### src/rtl/errcap_pkg.sv
package errcap_pkg;
  localparam int REG_W       = 32;
  localparam int DW_LSB      = 3;
  localparam int ECC_POS     = 26;
  localparam logic [7:0] OFF_TESTVEC = 8'h38;
  localparam logic [7:0] OFF_CAPTURE = 8'h3C;
endpackage

### src/rtl/errcap_capture.sv
module errcap_capture #(
  parameter int DW_W = 20
) (
  input  logic            clk,
  input  logic            rst_n,
  input  logic            err_strobe,
  input  logic [DW_W-1:0] err_dw_addr,
  input  logic            cap_read,
  output logic [DW_W-1:0] cap_dw,
  output logic            cap_armed
);
  logic [DW_W-1:0] addr_q;
  logic            armed_q;
  logic            take;

  // A read in the same cycle wins: the strobe is dropped and capture re-arms.
  assign take = err_strobe && armed_q && !cap_read;

  // The stored address has no defined reset value.
  always_ff @(posedge clk) begin
    if (take) addr_q <= err_dw_addr;
  end

  always_ff @(posedge clk) begin
    if (!rst_n)        armed_q <= 1'b1;
    else if (cap_read) armed_q <= 1'b1;
    else if (take)     armed_q <= 1'b0;
  end

  assign cap_dw    = addr_q;
  assign cap_armed = armed_q;

  p_locked_hold_r3: assert property (@(posedge clk) disable iff (!rst_n)
    (!armed_q) |=> $stable(addr_q));
  p_first_lock_r2: assert property (@(posedge clk) disable iff (!rst_n)
    (err_strobe && armed_q && !cap_read) |=> (!armed_q && addr_q == $past(err_dw_addr)));
  p_read_rearms_r4: assert property (@(posedge clk) disable iff (!rst_n)
    cap_read |=> armed_q);
  p_same_cycle_drop_r5: assert property (@(posedge clk) disable iff (!rst_n)
    (cap_read && err_strobe) |=> $stable(addr_q));
endmodule

### src/rtl/errcap_testvec.sv
module errcap_testvec
  import errcap_pkg::*;
#(
  parameter int CS_W = 16
) (
  input  logic             clk,
  input  logic             rst_n,
  input  logic             tv_wr,
  input  logic [REG_W-1:0] wdata,
  output logic [CS_W-1:0]  stim_cs,
  output logic             stim_ecc
);
  localparam logic [REG_W-1:0] KEEP_MASK =
    (REG_W'(1) << ECC_POS) | ((REG_W'(1) << CS_W) - REG_W'(1));

  logic [CS_W-1:0] cs_q;
  logic            ecc_q;
  logic            resv_touch;

  always_ff @(posedge clk) begin
    if (!rst_n) begin
      cs_q  <= '0;
      ecc_q <= 1'b0;
    end else if (tv_wr) begin
      cs_q  <= wdata[CS_W-1:0];
      ecc_q <= wdata[ECC_POS];
    end
  end

  assign stim_cs  = cs_q;
  assign stim_ecc = ecc_q;

  assign resv_touch = |(wdata & ~KEEP_MASK);

  p_fields_load_r8: assert property (@(posedge clk) disable iff (!rst_n)
    (tv_wr && resv_touch) |=> (stim_cs == $past(wdata[CS_W-1:0]) && stim_ecc == $past(wdata[ECC_POS])));
  p_hold_no_write_r9: assert property (@(posedge clk) disable iff (!rst_n)
    (!tv_wr) |=> ($stable(cs_q) && $stable(ecc_q)));
endmodule

### src/rtl/errcap_rdmux.sv
module errcap_rdmux
  import errcap_pkg::*;
#(
  parameter int OFS_W  = 8,
  parameter int ADDR_W = 23,
  parameter int CS_W   = 16,
  localparam int DW_W  = ADDR_W - DW_LSB
) (
  input  logic             rd_en,
  input  logic [OFS_W-1:0] off,
  input  logic [DW_W-1:0]  cap_dw,
  input  logic [CS_W-1:0]  cs,
  input  logic             ecc,
  output logic [REG_W-1:0] rdata
);
  logic [REG_W-1:0] cap_word;
  logic [REG_W-1:0] tv_word;

  always_comb begin
    cap_word = '0;
    cap_word[ADDR_W-1:DW_LSB] = cap_dw;
    tv_word = '0;
    tv_word[CS_W-1:0] = cs;
    tv_word[ECC_POS]  = ecc;
  end

  always_comb begin
    rdata = '0;
    if (rd_en) begin
      if (off == OFS_W'(OFF_CAPTURE))      rdata = cap_word;
      else if (off == OFS_W'(OFF_TESTVEC)) rdata = tv_word;
    end
  end
endmodule

### src/rtl/errcap_regs.sv
module errcap_regs
  import errcap_pkg::*;
#(
  parameter int OFS_W  = 8,
  parameter int ADDR_W = 23,
  parameter int CS_W   = 16,
  localparam int DW_W  = ADDR_W - DW_LSB
) (
  input  logic             clk,
  input  logic             rst_n,
  input  logic             bus_sel,
  input  logic             bus_we,
  input  logic             bus_priv,
  input  logic [OFS_W-1:0] bus_off,
  input  logic [REG_W-1:0] bus_wdata,
  output logic [REG_W-1:0] bus_rdata,
  input  logic             err_strobe,
  input  logic [DW_W-1:0]  err_dw_addr,
  output logic [CS_W-1:0]  stim_cs,
  output logic             stim_ecc
);
  logic            rd_en;
  logic            cap_read;
  logic            tv_wr;
  logic [DW_W-1:0] cap_dw;
  logic            cap_armed;

  assign rd_en    = bus_sel && !bus_we;
  assign cap_read = rd_en && (bus_off == OFS_W'(OFF_CAPTURE));
  assign tv_wr    = bus_sel && bus_we && bus_priv && (bus_off == OFS_W'(OFF_TESTVEC));

  errcap_capture #(.DW_W(DW_W)) u_capture (
    .clk        (clk),
    .rst_n      (rst_n),
    .err_strobe (err_strobe),
    .err_dw_addr(err_dw_addr),
    .cap_read   (cap_read),
    .cap_dw     (cap_dw),
    .cap_armed  (cap_armed)
  );

  errcap_testvec #(.CS_W(CS_W)) u_testvec (
    .clk     (clk),
    .rst_n   (rst_n),
    .tv_wr   (tv_wr),
    .wdata   (bus_wdata),
    .stim_cs (stim_cs),
    .stim_ecc(stim_ecc)
  );

  errcap_rdmux #(.OFS_W(OFS_W), .ADDR_W(ADDR_W), .CS_W(CS_W)) u_rdmux (
    .rd_en (rd_en),
    .off   (bus_off),
    .cap_dw(cap_dw),
    .cs    (stim_cs),
    .ecc   (stim_ecc),
    .rdata (bus_rdata)
  );

  p_resv_zero_r1: assert property (@(posedge clk) disable iff (!rst_n)
    cap_read |-> (bus_rdata[REG_W-1:ADDR_W] == '0 && bus_rdata[DW_LSB-1:0] == '0));
  p_cap_write_inert_r6: assert property (@(posedge clk) disable iff (!rst_n)
    (bus_sel && bus_we && !err_strobe) |=> ($stable(cap_dw) && cap_armed == $past(cap_armed)));
  p_other_zero_r10: assert property (@(posedge clk) disable iff (!rst_n)
    (rd_en && bus_off != OFS_W'(OFF_CAPTURE) && bus_off != OFS_W'(OFF_TESTVEC)) |-> bus_rdata == '0);
  p_tv_reset_r7: assert property (@(posedge clk)
    $rose(rst_n) |-> (stim_cs == '0 && !stim_ecc));
endmodule

### config.mk
export PLATFORM = sky130hd
export DESIGN_NAME = errcap_regs
export DESIGN_NICKNAME = d
export VERILOG_FILES = /design/src/rtl/errcap_pkg.sv /design/src/rtl/errcap_capture.sv /design/src/rtl/errcap_testvec.sv /design/src/rtl/errcap_rdmux.sv /design/src/rtl/errcap_regs.sv
export SDC_FILE = /design/constraint.sdc
export NUM_CORES = 1
export LEC_CHECK = 0
export ABC_AREA = 0
export BUFFER_PORTS_ARGS = -buffer_cell sky130_fd_sc_hd__buf_4
export CORE_MARGIN = 5
export CORE_UTILIZATION = 32
export CTS_BUF_LIST = sky130_fd_sc_hd__clkbuf_4
export DETAILED_ROUTE_END_ITERATION = 12
export PLACE_DENSITY = 0.72
export SYNTH_ARGS = -nofsm -noshare
export SYNTH_HDL_FRONTEND = slang
export SYNTH_SLANG_ARGS = --single-unit
### constraint.sdc
create_clock -name clk -period 2 [get_ports clk]
set_input_delay 0.3 -clock clk [delete_from_list [all_inputs] [get_ports clk]]
set_output_delay 0.3 -clock clk [all_outputs]
set_load 0.005 [all_outputs]
==> results.py, run 1 <==
metrics = {
    "clocking": {
        "cts_tree": "yes",
        "htreeDepth": 2,
        "cts_buffers": 5,
        "postCtsResizedCells": 0,
        "clk_pin_slew_ns": 0.11,
        "clk_path_buf_depth": 2,
        "cts.sinks": 38,
        "hold_buffers": 0,
        "cts_root_buffer": "clkbuf_4",
        "clk_latency_ns": 0.32,
        "post_cts_buffers": 0,
    },
    "grt": {
        "grt-ovfl-total": 0,
        "grt_pass1_vias": 1483,
        "grt_pass1_wl_um": 7190,
        "grt_max_degree": 36,
        "track_usage": 0.127,
        "grt_antenna_before_repair": 0,
    },
    "route": {
        "drtIter0Drc": 33,
        "drc": 0,
        "final_antenna_net_count": 0,
        "drtPass1Iterations": 5,
        "via_count": 1421,
        "wirelength_um": 4350,
        "vias_per_cell": 4.40,
        "post_drt_wl_per_cell_um": 13.5,
    },
    "critical_path": {
        "cpPeakStageDelay_ns": 0.50,
        "endpoint_kind": "output port",
        "reg2reg_to": "u_capture.cap_dw[12]",
        "ff2ff_setup_slack_ns": 0.78,
        "r2r_cells": 3,
        "r2r_start": "u_capture.cap_armed",
        "path_delay_family": "simple AND/OR/NAND/NOR gates",
        "worstPathMaxFanout": 9,
        "arrival_ns": 1.59,
        "cp.depth": 6,
        "crit_type": "in -> out",
        "cp_common_cell": "buf_4",
        "crit_buf_inv": 3,
        "cp-endpoint": "bus_rdata[12]",
        "crit_start": "bus_off[0]",
        "crit_path_top_delay_cell": "or3_1",
        "critPathLaunchType": "input port",
        "cp_data_required_time_ns": 1.70,
        "crit_path_cell_trace": "buf_4, nand4bb_4, or3_1, buf_12, nor2_2, buf_4",
    },
    "timing": {
        "hold_ws_ns": 0.138,
        "max_freq_ghz": 0.529,
        "hold_viol": 0,
        "rsz0062_at_grt": "false",
        "setup_viol": 0,
        "layout_setup_ws_ns": 0.110,
        "timing.final.crit_share": 0.945,
        "period_minus_slack_ns": 1.89,
        "fin_tns_setup_ns": 0,
        "slew_viol_final": 0,
        "fin_skew_ns": 0.00824,
    },
    "final_layout": {
        "diodes": 0,
        "finalNetCount": 316,
        "layout_commonest_cell": "buf_4",
        "post-route-util": 0.473,
        "syn_to_final_growth_pct": 44.9,
        "drive_gt1_frac": 0.474,
        "final_cells": 323,
        "final_cell_mix": "buf_4 (96), nand2_1 (36), mux2i_1 (30)",
    },
    "floorplanning": {
        "core_area_um2": 5470,
        "die_w_um": 84.8,
        "die_h_um": 84.8,
        "die_area_um2": 7180,
        "rows": 27,
        "io_pins": 115,
        "start_util": 0.327,
    },
    "synthesis": {
        "ys_seq_area_frac": 0.537,
        "yosys_warnings": 0,
        "synth_area_leaders": "edfxtp_1 (34%), dfxtp_1 (20%), mux2i_1 (17%)",
        "syn_avg_cell_area_um2": 11.4,
        "synthesis.instances": 157,
        "syn-cell-area_um2": 1790,
        "ys_types": 25,
        "synth_top_cell_by_area": "edfxtp_1",
        "ys_seq_elements": 38,
        "synth_top_area_frac": 0.336,
    },
    "power_and_ir_drop": {
        "p_per_area_nw_per_um2": 547,
        "p_comb_frac": 0.109,
        "p_int_mw": 1.12,
        "swShare": 0.212,
        "ir_drop_v": 0.000346,
        "p_switching_uw": 301,
        "power_frac_seq": 0.602,
        "pwr-share-clk": 0.289,
        "leakage_nw": 1.15,
    },
    "min_path": {
        "hold_class": "in -> reg",
    },
    "placed_design": {
        "port_buffers": 91,
        "post-place-cells": 315,
        "place_ws_ns": 0.0865,
        "dp_hpwl_um": 3330,
        "gp_congestion": 0.701,
    },
    "run_status": {
        "status": "completed",
    },
    "flow_run": {
        "drv_cap": 0,
    },
}
==> layer usage <==
| layer | up-vias | share of wire | global-route usage |
|---|---|---|---|
| met5 | - | 0 | 0 |
| met4 | 0 | 0.0069 | 0.0345 |
| met3 | 4 | 0.084 | 0.0550 |
| met2 | 57 | 0.52 | 0.225 |
| met1 | 652 | 0.39 | 0.138 |
| li1 | 708 | - | - |
==> power groups by stage <==
| stage | combinational (mW) | clock [mW] | sequential, mW |
|---|---|---|---|
| floorplan | 0.0728 | 0 | 0.871 |
| global placement | 0.154 | 0 | 0.871 |
| detailed placement | 0.157 | 0 | 0.872 |
| CTS | 0.158 | 0.430 | 0.854 |
| global route | 0.171 | 0.466 | 0.856 |
| finish | 0.155 | 0.410 | 0.853 |
==> worst min-delay path by stage <==
stage,startpoint,end,cells after the start
after floorplan,err_dw_addr[0],u_capture.cap_dw[0],0
after global placement,u_testvec.stim_cs[2],u_testvec.stim_cs[2],2
after detailed placement,u_testvec.stim_cs[3],u_testvec.stim_cs[3],2
after CTS,err_dw_addr[15],u_capture.cap_dw[15],1
after global routing,err_dw_addr[14],u_capture.cap_dw[14],1
final,err_dw_addr[7],u_capture.cap_dw[7],1
==> flip-flops by register name, indices dropped and copies added (netlist names) <==
register and flops:
u_testvec.stim_ecc 1, u_capture.cap_armed 1, u_testvec.stim_cs 16, u_capture.cap_dw 20
==> logic make-up after synthesis <==
| logic type | count (synthesis) | synth area share |
|---|---|---|
| simple gates | 65 | 0.199 |
| flops | 38 | 0.537 |
| mux | 30 | 0.168 |
| buf+inv | 20 | 0.0840 |
| compound gates | 3 | 0.00979 |
| other cells | 1 | 0.00210 |
==> area by class of cell <==
cell class	instances	area [um2]
clock buffer	8	60.1
fill	536	2880
inverter	1	3.75
multi-input combinational	106	716
sequential	38	961
tap	72	90.1
timing repair buffer	98	761
==> cell usage after synthesis <==
cell type  number
and3_1          7
nand2_1        36
mux2i_1        30
nor3b_1         4
clkbuf_1        5
o21ai_0         1
nand4bb_4       1
a21oi_1         1
dfxtp_1        18
buf_12          2
or3_1           1
buf_4           9
nor2_4          2
conb_1          1
nand4bb_1       1
inv_1           1
edfxtp_1       20
a21o_1          1
nor4_2          1
nor2_1          3
nor3_1          1
buf_2           1
buf_1           1
nor2_2          8
buf_6           1
==> through the flow <==
stage          power, mW  instance area [um2]
3_5_place_dp        1.03                 2530
4_1_cts             1.44                 2590
2_1_floorplan      0.943                 1820
5_1_grt             1.49                 2590
6_report            1.42                 2590
3_3_place_gp        1.02                 2530
No activity file was read; power rests on OpenSTA's default activity.
==> run 2: changes to the inputs <==
--- a/config.mk
+++ b/config.mk
@@ -5,13 +5,13 @@
 export SDC_FILE = /design/constraint.sdc
 export NUM_CORES = 1
 export LEC_CHECK = 0
-export ABC_AREA = 0
+export ABC_AREA = 1
 export BUFFER_PORTS_ARGS = -buffer_cell sky130_fd_sc_hd__buf_4
 export CORE_MARGIN = 5
 export CORE_UTILIZATION = 32
 export CTS_BUF_LIST = sky130_fd_sc_hd__clkbuf_4
 export DETAILED_ROUTE_END_ITERATION = 12
-export PLACE_DENSITY = 0.72
+export PLACE_DENSITY = 0.7
 export SYNTH_ARGS = -nofsm -noshare
 export SYNTH_HDL_FRONTEND = slang
 export SYNTH_SLANG_ARGS = --single-unit
==> run 2 against run 1 <==
Clock power up 27%. Sequential share of layout area down 3.2 points. Largest cell class unchanged. Combinational power about the same. Via count up 25%. Die area up 12%. Power up 8.2%. Setup slack better by 0.16 ns. Sequential cell count unchanged. First-iteration DRC count up 33%. Critical path depth up 1. Wire length up 20%.
==> results.py, run 2 <==
metrics = {
    "run_status": {
        "status": "completed",
    },
    "synthesis": {
        "synthesis.instances": 250,
        "yosys-top-cells-count": "inv_1 (67), nand2_1 (37), nand3_1 (32)",
        "syn-cell-area_um2": 2020,
        "yosys_warnings": 0,
        "syn_avg_cell_area_um2": 8.09,
        "async_flop_share": 0,
        "yosysMostFrequentCell": "inv_1",
        "ys_types": 22,
        "synth_top_flop_cell": "edfxtp_1",
        "ys_seq_elements": 38,
        "ys_seq_area_frac": 0.475,
        "synth_area_leaders": "edfxtp_1 (30%), dfxtp_1 (18%), inv_1 (12%)",
        "synth_edf_count": 20,
        "synth_top_area_frac": 0.297,
        "synth_top_cell_by_area": "edfxtp_1",
    },
    "floorplanning": {
        "start_util": 0.324,
        "die_w_um": 89.5,
        "die_area_um2": 8010,
        "core_area_um2": 6240,
        "io_pins": 115,
        "rows": 29,
        "die_h_um": 89.5,
    },
    "final_layout": {
        "register_area_um2": 961,
        "final_area_um2": 2830,
        "finalNetCount": 410,
        "multiInputGateArea_um2": 707,
        "diodes": 0,
        "post-route-util": 0.454,
        "final_cells": 422,
        "final_cell_mix": "buf_4 (95), inv_1 (67), nand2_1 (37)",
        "layout_commonest_cell": "buf_4",
        "drive_gt1_frac": 0.383,
        "largest_reg_flops": 20,
        "nFillCells": 627,
        "syn_to_final_growth_pct": 40.1,
    },
    "timing": {
        "slew_viol_final": 0,
        "hold_ws_ns": 0.124,
        "max_freq_ghz": 0.576,
        "hold_viol": 0,
        "setup_viol": 0,
        "period_minus_slack_ns": 1.73,
        "timing.final.crit_share": 0.867,
        "fin_skew_ns": 0.00522,
        "rsz0062_at_grt": "false",
        "fin_tns_setup_ns": 0,
        "layout_setup_ws_ns": 0.265,
    },
    "clocking": {
        "postCtsResizedCells": 0,
        "cts_tree": "yes",
        "hold_buffers": 0,
        "htreeDepth": 2,
        "cts_buffers": 5,
        "cts.sinks": 38,
        "clk_path_buf_depth": 2,
        "clk_latency_ns": 0.34,
        "cts_root_buffer": "clkbuf_4",
        "clk_pin_slew_ns": 0.12,
        "post_cts_buffers": 0,
    },
    "min_path": {
        "hold_class": "in -> reg",
        "worstHoldPathCells": 1,
    },
    "route": {
        "via_count": 1776,
        "wirelength_um": 5230,
        "vias_per_cell": 4.21,
        "final_antenna_net_count": 0,
        "drc": 0,
        "drtIter0Drc": 44,
        "drtPass1Iterations": 4,
        "post_drt_wl_per_cell_um": 12.4,
    },
    "grt": {
        "track_usage": 0.132,
        "grt_pass1_vias": 1710,
        "grt_pass1_wl_um": 8000,
        "grt_antenna_before_repair": 0,
        "grt_max_degree": 20,
        "grt-ovfl-total": 0,
    },
    "power_and_ir_drop": {
        "ir_drop_v": 0.000411,
        "leakage_nw": 1.45,
        "finalPower_mw": 1.53,
        "p_per_area_nw_per_um2": 541,
    },
    "placed_design": {
        "port_buffers": 91,
        "dpl_cell_area_um2": 2760,
        "dp_hpwl_um": 4030,
        "post-place-cells": 414,
        "gp_congestion": 0.781,
        "place_ws_ns": 0.243,
    },
    "critical_path": {
        "cp_data_required_time_ns": 1.70,
        "crit_type": "in -> out",
        "endpoint_kind": "output port",
        "arrival_ns": 1.43,
        "critPathLaunchType": "input port",
        "worstPathMaxFanout": 15,
        "r2r_cells": 3,
    },
    "flow_run": {
        "drv_cap": 0,
    },
}
## run 2: changes by cell type after synthesis, moves of 4 or more
cell,before,now
and3_1,7,0
clkbuf_1,5,0
inv_1,1,67
mux2i_1,30,0
nand2_2,0,4
nand3_1,0,32
nor2_1,3,25
nor2_2,8,4
nor3_2,0,4
nor3b_1,4,0
o21ai_0,1,5
o21ai_2,0,8
## run 2: power by group
group	leakage, nW	internal, mW	switching (mW)
clock	0.0450	0.259	0.262
combinational	1.07	0.0827	0.0752
sequential	0.336	0.849	0.00638
total	1.45	1.19	0.344
## run 2: area by class of cell
class,count,share of cell area
clock inverter,3,0.0141
clock buffer,5,0.0132
tap,77,0.0340
timing repair buffer,96,0.259
inverter,69,0.0914
sequential,38,0.339
multi-input combinational,134,0.249
## run 2: path summary, 6_finish.rpt
kind                                           from                    to  slack (ns)
worst max-delay path                     bus_off[7]          bus_rdata[3]        0.27
worst min-delay path                 err_dw_addr[2]   u_capture.cap_dw[2]        0.12
worst max register to register  u_capture.cap_armed  u_capture.cap_dw[12]        0.92
worst min register to register  u_capture.cap_armed   u_capture.cap_armed        0.51
## run 2: critical path, stage by stage
cell,delay [ns]
buf_4,0.11
nor2_2,0.10
nand2_2,0.12
nor2_8,0.19
nand2_4,0.18
o21ai_0,0.26
buf_4,0.16
## run 2: cells by family after synthesis
logic type,after synthesis,share of synthesized area
AND/OR/NAND/NOR,112,0.284
AO/OA/AOI/OAI,14,0.0507
buffers and inverters,85,0.189
flip-flops,38,0.475
other,1,0.00185
## run 2: layer usage
| metal | wire (um) | vias up | share of wire | track usage |
|---|---|---|---|---|
| met1 | 2120 | 784 | 0.40 | 0.156 |
| met4 | 37 | 0 | 0.0071 | 0.0447 |
| li1 | - | 920 | - | - |
| met2 | 2690 | 64 | 0.51 | 0.232 |
| met5 | 0 | - | 0 | 0 |
| met3 | 389 | 8 | 0.074 | 0.0341 |
